[src/rtl/va_gate_pkg.sv]
package va_gate_pkg;

  localparam int VA_W  = 32;
  localparam int EXC_W = 8;

  // access kinds
  localparam logic [1:0] KIND_READ  = 2'b00;
  localparam logic [1:0] KIND_WRITE = 2'b01;
  localparam logic [1:0] KIND_FETCH = 2'b10;

  // exception bit positions
  localparam int EX_RD_ADDR  = 0;
  localparam int EX_WR_ADDR  = 1;
  localparam int EX_RD_MISS  = 2;
  localparam int EX_WR_MISS  = 3;
  localparam int EX_RD_PROT  = 4;
  localparam int EX_WR_PROT  = 5;
  localparam int EX_INIT_WR  = 6;
  localparam int EX_MULTI    = 7;

  typedef enum logic [1:0] {
    ZN_LOW    = 2'd0,  // bit 31 clear, always mapped
    ZN_DIRECT = 2'd1,  // 0x80000000..0xBFFFFFFF
    ZN_MAPHI  = 2'd2,  // 0xC0000000..0xDFFFFFFF
    ZN_CTRL   = 2'd3   // 0xE0000000 and up
  } zone_e;

  function automatic zone_e f_zone(input logic [2:0] top3);
    case (top3)
      3'b100, 3'b101: return ZN_DIRECT;
      3'b110:         return ZN_MAPHI;
      3'b111:         return ZN_CTRL;
      default:        return ZN_LOW;
    endcase
  endfunction

  // user window 0xE0000000..0xE3FFFFFF is selected by the six top bits
  function automatic logic f_in_user_window(input logic [5:0] top6);
    return top6 == 6'b111000;
  endfunction

  // protection rule: returns 1 when the entry flags allow the access
  function automatic logic f_perm_ok(input logic is_wr, input logic priv,
                                     input logic wr_ok, input logic usr_ok);
    if (is_wr) return priv ? wr_ok : (wr_ok & usr_ok);
    return priv | usr_ok;
  endfunction

endpackage

[src/rtl/va_zone_decode.sv]
module va_zone_decode
  import va_gate_pkg::*;
(
  input  logic       clk,
  input  logic       rst_n,
  input  logic       valid,
  input  logic [1:0] kind,
  input  logic       priv,
  input  logic [5:0] va_top,
  input  logic       xlate_en,
  input  logic       sq_lock,
  output logic       z_pass,
  output logic       z_aerr,
  output logic       z_map
);

  zone_e zone;
  logic  is_fetch;
  logic  pre_pass, pre_aerr, pre_map;

  assign zone     = f_zone(va_top[5:3]);
  assign is_fetch = (kind == KIND_FETCH);

  always_comb begin
    pre_pass = 1'b0;
    pre_aerr = 1'b0;
    pre_map  = 1'b0;
    if (zone == ZN_LOW) begin
      pre_map = 1'b1;
    end else if (priv) begin
      case (zone)
        ZN_DIRECT: pre_pass = 1'b1;
        ZN_MAPHI:  pre_map  = 1'b1;
        default:   begin
          if (is_fetch) pre_aerr = 1'b1;
          else          pre_pass = 1'b1;
        end
      endcase
    end else begin
      if (!is_fetch && f_in_user_window(va_top) && !sq_lock) pre_pass = 1'b1;
      else                                                   pre_aerr = 1'b1;
    end
  end

  // translation disabled: mapped accesses fall back to pass-through
  assign z_map  = valid & pre_map & xlate_en;
  assign z_pass = valid & (pre_pass | (pre_map & ~xlate_en));
  assign z_aerr = valid & pre_aerr;

  AST_ZONE_EXCLUSIVE: assert property (@(posedge clk) disable iff (!rst_n)
    valid |-> $countones({z_pass, z_aerr, z_map}) == 1);
  AST_USER_HI_NOT_MAPPED: assert property (@(posedge clk) disable iff (!rst_n)
    valid && !priv && va_top[5] |-> !z_map);
  AST_FETCH_CTRL_REFUSED: assert property (@(posedge clk) disable iff (!rst_n)
    valid && is_fetch && va_top[5:3] == 3'b111 |-> z_aerr);
  AST_NO_MAP_WHEN_OFF: assert property (@(posedge clk) disable iff (!rst_n)
    !xlate_en |-> !z_map);

endmodule

[src/rtl/va_perm_judge.sv]
module va_perm_judge
  import va_gate_pkg::*;
(
  input  logic clk,
  input  logic rst_n,
  input  logic en,
  input  logic is_wr,
  input  logic priv,
  input  logic hit,
  input  logic multi,
  input  logic wr_ok,
  input  logic usr_ok,
  input  logic dirty,
  output logic t_multi,
  output logic t_miss,
  output logic t_prot,
  output logic t_init
);

  logic single_hit;
  logic flags_ok;

  assign single_hit = en & ~multi & hit;
  assign flags_ok   = f_perm_ok(is_wr, priv, wr_ok, usr_ok);

  assign t_multi = en & multi;
  assign t_miss  = en & ~multi & ~hit;
  assign t_prot  = single_hit & ~flags_ok;
  assign t_init  = single_hit & flags_ok & is_wr & ~dirty;

  AST_INIT_ONLY_ON_WRITE: assert property (@(posedge clk) disable iff (!rst_n)
    t_init |-> is_wr && hit && !dirty);
  AST_PRIV_READ_NEVER_PROT: assert property (@(posedge clk) disable iff (!rst_n)
    en && priv && !is_wr |-> !t_prot);

endmodule

[src/rtl/va_fault_capture.sv]
module va_fault_capture #(
  parameter int AW       = 32,
  parameter int PAGE_LSB = 10
) (
  input  logic          clk,
  input  logic          rst_n,
  input  logic          cap_en,
  input  logic [AW-1:0] va,
  input  logic          hi_wr,
  input  logic [AW-1:0] hi_wdata,
  output logic [AW-1:0] fault_addr_q,
  output logic [AW-1:0] pte_hi_q
);

  localparam logic [AW-1:0] PAGE_MASK = {AW{1'b1}} << PAGE_LSB;

  always_ff @(posedge clk or negedge rst_n) begin
    if (!rst_n) begin
      fault_addr_q <= '0;
      pte_hi_q     <= '0;
    end else if (cap_en) begin
      fault_addr_q <= va;
      pte_hi_q     <= (pte_hi_q & ~PAGE_MASK) | (va & PAGE_MASK);
    end else if (hi_wr) begin
      pte_hi_q     <= hi_wdata;
    end
  end

  AST_CAPTURE_ADDR: assert property (@(posedge clk) disable iff (!rst_n)
    cap_en |=> fault_addr_q == $past(va));
  AST_CAPTURE_PAGE: assert property (@(posedge clk) disable iff (!rst_n)
    cap_en |=> pte_hi_q[AW-1:PAGE_LSB] == $past(va[AW-1:PAGE_LSB])
               && pte_hi_q[PAGE_LSB-1:0] == $past(pte_hi_q[PAGE_LSB-1:0]));
  AST_HOLD_WITHOUT_EVENT: assert property (@(posedge clk) disable iff (!rst_n)
    !cap_en && !hi_wr |=> $stable(fault_addr_q) && $stable(pte_hi_q));
  AST_SW_LOAD: assert property (@(posedge clk) disable iff (!rst_n)
    !cap_en && hi_wr |=> pte_hi_q == $past(hi_wdata));

endmodule

[src/rtl/va_access_gate.sv]
module va_access_gate
  import va_gate_pkg::*;
#(
  parameter int AW       = VA_W,
  parameter int PAGE_LSB = 10
) (
  input  logic             clk,
  input  logic             rst_n,
  input  logic             acc_valid,
  input  logic [1:0]       acc_kind,
  input  logic             acc_priv,
  input  logic [AW-1:0]    acc_va,
  input  logic             ctl_xlate_en,
  input  logic             ctl_sv_shared,
  input  logic             ctl_sq_lock,
  input  logic             lk_hit,
  input  logic             lk_multi,
  input  logic             lk_writable,
  input  logic             lk_user,
  input  logic             lk_dirty,
  input  logic             hi_wr,
  input  logic [AW-1:0]    hi_wdata,
  output logic             pass_thru,
  output logic             need_lookup,
  output logic             asid_check,
  output logic [EXC_W-1:0] exc_vec,
  output logic [AW-1:0]    fault_addr_q,
  output logic [AW-1:0]    pte_hi_q
);

  logic is_wr;
  logic z_pass, z_aerr, z_map;
  logic t_multi, t_miss, t_prot, t_init;
  logic tlb_fault;

  assign is_wr = (acc_kind == KIND_WRITE);

  va_zone_decode u_zone (
    .clk      (clk),
    .rst_n    (rst_n),
    .valid    (acc_valid),
    .kind     (acc_kind),
    .priv     (acc_priv),
    .va_top   (acc_va[AW-1 -: 6]),
    .xlate_en (ctl_xlate_en),
    .sq_lock  (ctl_sq_lock),
    .z_pass   (z_pass),
    .z_aerr   (z_aerr),
    .z_map    (z_map)
  );

  va_perm_judge u_judge (
    .clk     (clk),
    .rst_n   (rst_n),
    .en      (z_map),
    .is_wr   (is_wr),
    .priv    (acc_priv),
    .hit     (lk_hit),
    .multi   (lk_multi),
    .wr_ok   (lk_writable),
    .usr_ok  (lk_user),
    .dirty   (lk_dirty),
    .t_multi (t_multi),
    .t_miss  (t_miss),
    .t_prot  (t_prot),
    .t_init  (t_init)
  );

  always_comb begin
    exc_vec             = '0;
    exc_vec[EX_RD_ADDR] = z_aerr & ~is_wr;
    exc_vec[EX_WR_ADDR] = z_aerr &  is_wr;
    exc_vec[EX_RD_MISS] = t_miss & ~is_wr;
    exc_vec[EX_WR_MISS] = t_miss &  is_wr;
    exc_vec[EX_RD_PROT] = t_prot & ~is_wr;
    exc_vec[EX_WR_PROT] = t_prot &  is_wr;
    exc_vec[EX_INIT_WR] = t_init;
    exc_vec[EX_MULTI]   = t_multi;
  end

  assign pass_thru   = z_pass;
  assign need_lookup = z_map;
  assign asid_check  = z_map & (~ctl_sv_shared | ~acc_priv);
  assign tlb_fault   = t_multi | t_miss | t_prot | t_init;

  va_fault_capture #(.AW(AW), .PAGE_LSB(PAGE_LSB)) u_cap (
    .clk          (clk),
    .rst_n        (rst_n),
    .cap_en       (tlb_fault),
    .va           (acc_va),
    .hi_wr        (hi_wr),
    .hi_wdata     (hi_wdata),
    .fault_addr_q (fault_addr_q),
    .pte_hi_q     (pte_hi_q)
  );

  AST_EXC_ONEHOT: assert property (@(posedge clk) disable iff (!rst_n)
    $onehot0(exc_vec));
  AST_PASS_CLEAN: assert property (@(posedge clk) disable iff (!rst_n)
    pass_thru |-> exc_vec == '0 && !need_lookup);
  AST_MULTI_PRIORITY: assert property (@(posedge clk) disable iff (!rst_n)
    need_lookup && lk_multi |-> exc_vec == EXC_W'(1) << EX_MULTI);
  AST_IDLE_QUIET: assert property (@(posedge clk) disable iff (!rst_n)
    !acc_valid |-> !pass_thru && !need_lookup && !asid_check && exc_vec == '0);
  AST_USER_ASID: assert property (@(posedge clk) disable iff (!rst_n)
    need_lookup && !acc_priv |-> asid_check);
  AST_PRIV_DIRECT_PASS: assert property (@(posedge clk) disable iff (!rst_n)
    acc_valid && acc_priv && acc_va[AW-1 -: 2] == 2'b10 |-> pass_thru);

endmodule

[config.mk]
export PLATFORM = sky130hd
export DESIGN_NAME = va_access_gate
export DESIGN_NICKNAME = d
export VERILOG_FILES = /design/src/rtl/va_gate_pkg.sv /design/src/rtl/va_zone_decode.sv /design/src/rtl/va_perm_judge.sv /design/src/rtl/va_fault_capture.sv /design/src/rtl/va_access_gate.sv
export SDC_FILE = /design/constraint.sdc
export NUM_CORES = 1
export LEC_CHECK = 0
export ABC_CLOCK_PERIOD_IN_PS = 3050
export BUFFER_PORTS_ARGS = -buffer_cell sky130_fd_sc_hd__buf_2
export CORE_UTILIZATION = 45
export CTS_CLUSTER_DIAMETER = 120
export CTS_CLUSTER_SIZE = 20
export DETAILED_ROUTE_END_ITERATION = 10
export PLACE_DENSITY = 0.8
export SYNTH_ARGS = -nofsm -noshare
export SYNTH_HDL_FRONTEND = slang
export SYNTH_SLANG_ARGS = --single-unit
[constraint.sdc]
create_clock -name clk -period 3.05 [get_ports clk]
set_clock_uncertainty 0.05 [all_clocks]
set_input_delay 0.4575 -clock clk [delete_from_list [all_inputs] [get_ports clk]]
set_output_delay 0.4575 -clock clk [all_outputs]
set_load 0.02 [all_outputs]
==> run summary, run 1 <==
The flow ran to the end, and the final reports show no timing, DRC or antenna violations. The number of buffers inserted by post-CTS setup repair is 0. The total die area came out at 0.00675 sq mm. The die boundary width came out at 82.2 microns.

The number of instances resized during post-cts repair is 0. The most used flip-flop cell after synthesis is sky130_fd_sc_hd__dfrtp_1. In the post-synthesis netlist, the biggest area contributors are sky130_fd_sc_hd__dfrtp_1, sky130_fd_sc_hd__o21ai_0, sky130_fd_sc_hd__mux2i_1. The iteration count of the initial detailed-routing pass came out at 4. The count of buffering cells on the critical path with inverters included is 4.

Sequential elements use 55.4% of the synthesized area. Global routing consumed, over all layers together, 24.1% of the routing resources. Counting distinct cell types in the post-synthesis netlist gives 34. The top-area cell type share of the netlist area came out at 55.4%. The cell area after synthesis came out at 0.00289 sq mm. In this run the static leakage power is 2.06 nW.

The data arrival at the endpoint of the critical path is 2140 ps. Each instance of the synthesized netlist takes up on average 11.5 sq um. The number of global-route vias before repair is 2550. The total length of routed wires came out at 7650 microns. The critical path is of the input pin to output port type. The combinational group share of total power came out at 28.7%. The count of endpoints failing hold in the final timing report is 0. The slew at the pin with the worst max-slew slack came out at 1000 ps. The first global-routing pass estimated 11900 microns of wire. The worst pin sits at a relative slew slack of 32.8%. The clock reaches the later pin of the worst-skew pair after 330 ps. The instance area after placement came out at 0.00370 sq mm. No sink is reached through more buffers than the 2 on the longest clock path.

The vias per cell came out at 5.19. The DRC violation count after routing came out at 0. The clock-pin slew reported for the worst setup and hold paths after clock tree synthesis came out at 80 ps. The largest vdd supply drop came out at 0.412 mV. The worst setup path is launched from an input pin. The initial antenna violation count came out at 0. The warning count from the yosys run is 0. The part of the power in registers came out at 45.1%.

The class of the tightest hold or removal check is input pin to asynchronous set/reset pin. The net switching component of the power came out at 0.839 mW. 154 I/O pins were placed. The placeable core region is 0.00606 sq mm. In the synthesized netlist, the number of instances is 252.

The number of synthesized register bits came out at 64. For this run the aggregate overflow at the end of global routing stands at 0. The highest clock frequency the design can meet is 378 MHz. The power per standard cell area is 620 mW/mm^2. For the final routed database, the setup TNS stands at 0 ps. Net switching is 34.9% of the power. The number of diodes added for antenna fixing came out at 0.

The critical path goes through buf_2 -> inv_1 -> a21boi_0 -> inv_1 -> ha_1 -> a21o_4 -> nand3_4 -> or3_1 -> nor3_2 -> buf_2. The count of input and output buffers is 153. Counting flops with an async set or reset pin after synthesis yields a share of 100%. In this run the worst setup path begins at acc_va[29]. The detailed router finished its first iteration with 93 violations. In this run the worst path has a maximum fanout of 19. The effective utilization at floorplan came out at 47.7%. Subtracting the final worst setup slack from the clock period gives 2650 ps. Cell internal power was estimated by the tool at 1.56 mW.

In the synthesized netlist, the cells that appear most often are sky130_fd_sc_hd__dfrtp_1, sky130_fd_sc_hd__o21ai_0, sky130_fd_sc_hd__nand2_1. Once detail routing completed, the nets flagged for antenna violations numbered 0. Clock tree synthesis selected as its root buffer the cell sky130_fd_sc_hd__clkbuf_8. The utilization after layout came out at 63.9%. The most common cell in the synthesized netlist is sky130_fd_sc_hd__dfrtp_1. The final period utilization came out at 86.8%. Of the cells placed in the final design, the portion with a size suffix greater than 1 is 49.4%. The CTS tree is yes. The HPWL after detailed placement came out at 5570 microns. The number of H-tree branching levels came out at 3. The routed length per instance is 15.8 microns. Setup repair after global routing left no endpoint under its margin.

The number of slew-limit violations in the final report was 0. The number of filler cells placed in the layout is 516. The number of enable flip-flop cells after synthesis is 0. Entering global routing, the biggest net connects 40 pins. The number of max-cap violations came out at 0. The worst setup path is captured at an output port. The via count is 2513. Per report_power, the clock group accounts for 26.3% of the total. The number of CTS-inserted buffers came out at 9. The post-route cell area is 0.00387 sq mm. The number of clock sinks came out at 64.

The die span in y is 82.2 microns. In this design, the stage delay of the slowest critical-path cell is 460 ps. After clock tree synthesis, the flow added hold-fix buffers numbering 0.

In the final design database the tool counted 486 nets. In this run the critical register-to-register path is launched from u_cap.fault_addr_q[9]$_DFFE_PN0P_. After floorplanning, the core was divided into 28 placement rows. The routability congestion estimate from global placement is 0.860. The required time at the worst-slack endpoint came out at 2540 ps. Grouping stages by cell kind, the critical path spends the most delay in simple AND/OR/NAND/NOR gates. The biggest area contributor in the post-synthesis netlist is sky130_fd_sc_hd__dfrtp_1.

The number of setup violations in the final report came out at 0. The slowest stage of the critical path is the sky130_fd_sc_hd__or3_1 cell. The net count after synthesis is 334. The area growth from synthesis to layout came out at 33.9%.
[power by group through the flow]
stage	Clock, mW	Sequential [mW]	Combinational [mW]
after detailed placement	0	1.09	0.698
final	0.631	1.08	0.689
after global routing	0.683	1.10	0.753
after global placement	0	1.09	0.678
after floorplan	0	1.28	0.216
after CTS	0.647	1.08	0.697
[final cells by class]
class	instances	area [sq um]	area share [%]
sequential	64	1600	41.4
multi-input combinational	165	1180	30.4
timing repair buffer	158	803	20.7
clock buffer	9	124	3.20
tap	75	93.8	2.42
clock inverter	7	48.8	1.26
inverter	6	22.5	0.582
[kinds of logic after synthesis]
group / after synthesis / share of synthesized area [%]
buf+inv: 23 / 3.89
compound gates: 54 / 11.1
fa+ha+maj: 3 / 1.30
flops: 64 / 55.4
simple gates: 66 / 11.9
mux: 42 / 16.4
[worst paths after layout]
path	slack (ps)	cells past startpoint	end
hold / removal	190	1	u_cap.pte_hi_q[18]$_DFFE_PN0P_
hold reg to reg	450	1	u_cap.pte_hi_q[6]$_DFFE_PN0P_
min in group clk	290	2	u_cap.pte_hi_q[6]$_DFFE_PN0P_
setup / recovery	400	10	exc_vec[6]
setup reg to reg	2220	1	u_cap.fault_addr_q[9]$_DFFE_PN0P_
max in group asynchronous	2020	2	u_cap.pte_hi_q[1]$_DFFE_PN0P_
[routing by layer]
layer	GRT usage, %	wire (microns)	part of all wire, %	vias up
met5	0	0	0	-
met4	9.82	105	1.4	0
met3	6.81	551	7.2	11
met2	40.4	3770	49	120
met1	29.2	3220	42	1190
li1	-	-	-	1192
[registers in the layout, summed over array words and instances, names as in the netlist]
name	cells
u_cap.fault_addr_q	32
u_cap.pte_hi_q	32
[cells in the final DEF (no fill, tap or decap), drive strengths merged]
cell | synthesis | layout
nand2 | 26 | 26
inv | 6 | 6
a211oi | 1 | 1
and2 | 1 | 1
clkinv | 0 | 6
nand2b | 2 | 2
and2b | 1 | 1
a211o | 1 | 1
nor2 | 2 | 2
dfrtp | 64 | 64
a21o | 1 | 1
a21oi | 2 | 2
nor4b | 1 | 1
nand3 | 23 | 23
clkbuf | 6 | 9
o21ai | 46 | 46
nor3 | 3 | 3
o32a | 1 | 1
clkinvlp | 0 | 1
o2bb2ai | 1 | 1
a21boi | 1 | 1
mux2i | 22 | 22
nor4 | 3 | 3
or3 | 2 | 2
ha | 3 | 3
buf | 11 | 158
nor2b | 2 | 2
mux2 | 20 | 20
[metrics by stage]
stage | hold slack (ps) | total power, mW | setup slack [ps] | cells
6_report | 185 | 2.40 | 404 | 484
3_5_place_dp | 439 | 1.79 | 403 | 468
4_1_cts | 202 | 2.43 | 395 | 484
3_3_place_gp | 434 | 1.77 | 486 | 468
2_1_floorplan | 112 | 1.50 | 493 | 252
5_1_grt | 229 | 2.54 | 299 | 484
(Power assumes the default switching activity.)
==> inputs of run 2 (changes only) <==
Settings changed: BUFFER_PORTS_ARGS -buffer_cell sky130_fd_sc_hd__buf_2 to -buffer_cell sky130_fd_sc_hd__clkbuf_2.
==> run summary, run 2 (same netlist as run 1, synthesis figures left out) <==
RSZ-0062 raised after global routing: no (unchanged). The count of input and output buffers came to 153 (unchanged). The fraction of layout cells with a size suffix above 1 is 49.6% (was 49.4%). The required time at the worst-slack endpoint is 2540 ps (about the same). The initial DRC count is 57 (was 93). The total length of routed wires was 7510 microns (was 7650 microns). The number of CTS-inserted buffers came to 9 (unchanged). The pin count of the biggest net entering global routing came to 65 (was 40). The post-route cell area is 0.00391 sq mm (was 0.00387 sq mm). The post-detailed-route count of antenna-violating nets came out at 0 (unchanged). The number of diodes added for antenna fixing came out at 0 (unchanged).

The overall global routing resource usage came out at 23.8% (was 24.1%). The number of global-route vias before repair came out at 2467 (was 2550). The site row count came out at 28 (unchanged). The number of filler cells placed in the layout came out at 512 (was 516). The number of max-cap violations came to 0 (unchanged). The worst-case clock buffer depth came out at 2 (unchanged). Largest registers: u_cap.fault_addr_q x32, u_cap.pte_hi_q x32 (unchanged). The placeable core region came out at 0.00606 sq mm (unchanged). The number of clock sinks came to 64 (unchanged). Critical path, cell by cell: clkbuf_2 -> inv_1 -> a21boi_0 -> inv_1 -> ha_1 -> a21o_4 -> nand3_4 -> or3_1 -> nor3_2 -> clkbuf_2 (was buf_2 -> inv_1 -> a21boi_0 -> inv_1 -> ha_1 -> a21o_4 -> nand3_4 -> or3_1 -> nor3_2 -> buf_2). The HPWL after detailed placement came to 5650 microns (was 5570 microns). The vias per cell is 5.26 (was 5.19). The count of endpoints failing hold in the final timing report is 0 (unchanged). The instance area after placement came out at 0.00371 sq mm (was 0.00370 sq mm). The power per standard cell area is 635 mW/mm^2 (was 620 mW/mm^2). The number of buffers inserted by post-CTS setup repair is 0 (unchanged). The final period utilization is 85.6% (was 86.8%).

The clock-pin slew reported for the worst setup and hold paths after clock tree synthesis was 80 ps (about the same). The maximum fanout along the worst path is 19 (unchanged). The most frequent standard cell in the layout excluding fill and tap cells is sky130_fd_sc_hd__clkbuf_2 (was sky130_fd_sc_hd__buf_2). The die span in y came out at 82.2 microns (unchanged). The post-route minimum period was 2610 ps (was 2650 ps). The leakage power came out at 2.09 nW (was 2.06 nW). The effective utilization at floorplan was 47.7% (unchanged). The master of the slowest instance on the critical path was sky130_fd_sc_hd__or3_1 (unchanged). The total negative slack came out at 0 ps (unchanged).

The combinational group share of total power came to 27.6% (was 28.7%). The startpoint-to-endpoint class of the critical path is input pin to output port (unchanged). The area growth from synthesis to layout is 35.2% (was 33.9%). The iteration count of the initial detailed-routing pass came out at 4 (unchanged). Outcome: complete, no violations (unchanged). The capturing element type of the critical path is an output port (unchanged). The DRC violation count after routing is 0 (unchanged).

The highest clock frequency the design can meet is 383 MHz (was 378 MHz). The number of nets at the end of the flow came out at 488 (was 486). The part of the power in registers is 43.9% (was 45.1%). The relative max-transition margin came to 46.6% (was 32.8%). The net switching fraction of the power came out at 33.8% (was 34.9%). The data arrival at the endpoint of the critical path is 2100 ps (was 2140 ps). The quantity of hold-fixing buffers added after cts came out at 0 (unchanged).

The maximum single-stage delay on the critical path came out at 460 ps (about the same). The die boundary width is 82.2 microns (unchanged). The initial antenna violation count came out at 0 (unchanged). The number of instances resized during post-cts repair is 0 (unchanged).

The root buffer cell is sky130_fd_sc_hd__clkbuf_8 (unchanged). The first-pass GRT wire length is 11700 microns (was 11900 microns). The routed length per instance is 15.4 microns (was 15.8 microns).

The net switching component of the power came out at 0.839 mW (about the same). The largest vdd supply drop came out at 0.392 mV (was 0.412 mV). The utilization after layout was 64.5% (was 63.9%). The total die area is 0.00675 sq mm (unchanged). The kind of start point of the critical path is an input pin (unchanged). The part of the total power dissipated in the clock network is 28.5% (was 26.3%). The internal power of the cells came out at 1.64 mW (was 1.56 mW). The clock latency of the later-clocked register in the worst-skew pair came to 330 ps (about the same). The number of H-tree branching levels came out at 3 (unchanged). The slew at the pin with the worst max-slew slack is 801 ps (was 1000 ps). The via count is 2554 (was 2513). The number of setup violations in the final report came out at 0 (unchanged). The number of slew-limit violations in the final report came out at 0 (unchanged). The final global-route overflow total was 0 (unchanged).

The class of the tightest hold or removal check is input pin to asynchronous set/reset pin (unchanged). The I/O pin count came out at 154 (unchanged). Most used cells in the layout excluding fill and tap cells: sky130_fd_sc_hd__clkbuf_2, sky130_fd_sc_hd__dfrtp_1, sky130_fd_sc_hd__o21ai_0 (was sky130_fd_sc_hd__buf_2, sky130_fd_sc_hd__dfrtp_1, sky130_fd_sc_hd__o21ai_0). The CTS tree is yes (unchanged). The routability congestion estimate from global placement came out at 0.856 (was 0.860).
[run 2: cell count changes in the layout (fill, tap and decap cells not counted)]
cell and delta:
sky130_fd_sc_hd__clkinvlp_4 +1, sky130_fd_sc_hd__bufinv_16 +1, sky130_fd_sc_hd__clkinv_4 -1, sky130_fd_sc_hd__clkinv_2 -1, sky130_fd_sc_hd__clkbuf_2 +152, sky130_fd_sc_hd__buf_4 +2, sky130_fd_sc_hd__buf_2 -152
[run 2: critical path: cells and delay by family]
kind            cells  cell delay [ps]
simple gates        3              810
buf+inv             4              440
compound gates      2              210
fa+ha+maj           1              180
[run 2: metrics by stage]
stage	setup slack [ps]	cells	total power, mW	hold WS (ps)
finish	440	486	2.48	244
global route	284	486	2.63	275
CTS	423	486	2.51	259
detailed placement	428	470	1.80	443
global placement	490	470	1.77	437
floorplan	493	252	1.50	112
[run 2: final timing paths]
path	end	cells past startpoint	start	slack (ps)
max	exc_vec[6]	10	acc_va[29]	440
min	u_cap.pte_hi_q[18]$_DFFE_PN0P_	2	rst_n	240
max reg2reg	u_cap.fault_addr_q[4]$_DFFE_PN0P_	1	u_cap.fault_addr_q[4]$_DFFE_PN0P_	2210
min reg2reg	u_cap.pte_hi_q[6]$_DFFE_PN0P_	1	u_cap.pte_hi_q[6]$_DFFE_PN0P_	460
max in group asynchronous	u_cap.fault_addr_q[5]$_DFFE_PN0P_	2	rst_n	2180
min in group clk	u_cap.pte_hi_q[9]$_DFFE_PN0P_	2	hi_wdata[9]	300
[run 2: cell type report]
cell class              instances  area (sq um)  area share, %
inverters                       6          22.5          0.576
repair buffers                160           818           20.9
multi-input cells             165          1180           30.1
flip-flops and latches         64          1600           40.9
clock buffers                   9           124           3.17
clock inverters                 7          72.6           1.86
well taps                      75          93.8           2.40
[run 2: routing by layer]
layer / wire, microns / vias to the layer above / global-route usage (%)
met5: 0 / - / 0
met4: 99 / 0 / 10.9
met3: 563 / 10 / 6.59
met2: 3700 / 115 / 38.8
met1: 3150 / 1233 / 29.3
li1: - / 1196 / -
[run 2: power by group through the flow]
stage	Combinational (mW)	Sequential, mW	Clock, mW
after global placement	0.675	1.10	0
after global routing	0.748	1.11	0.771
final	0.685	1.09	0.709
after CTS	0.694	1.09	0.727
after detailed placement	0.695	1.10	0
after floorplan	0.216	1.28	0
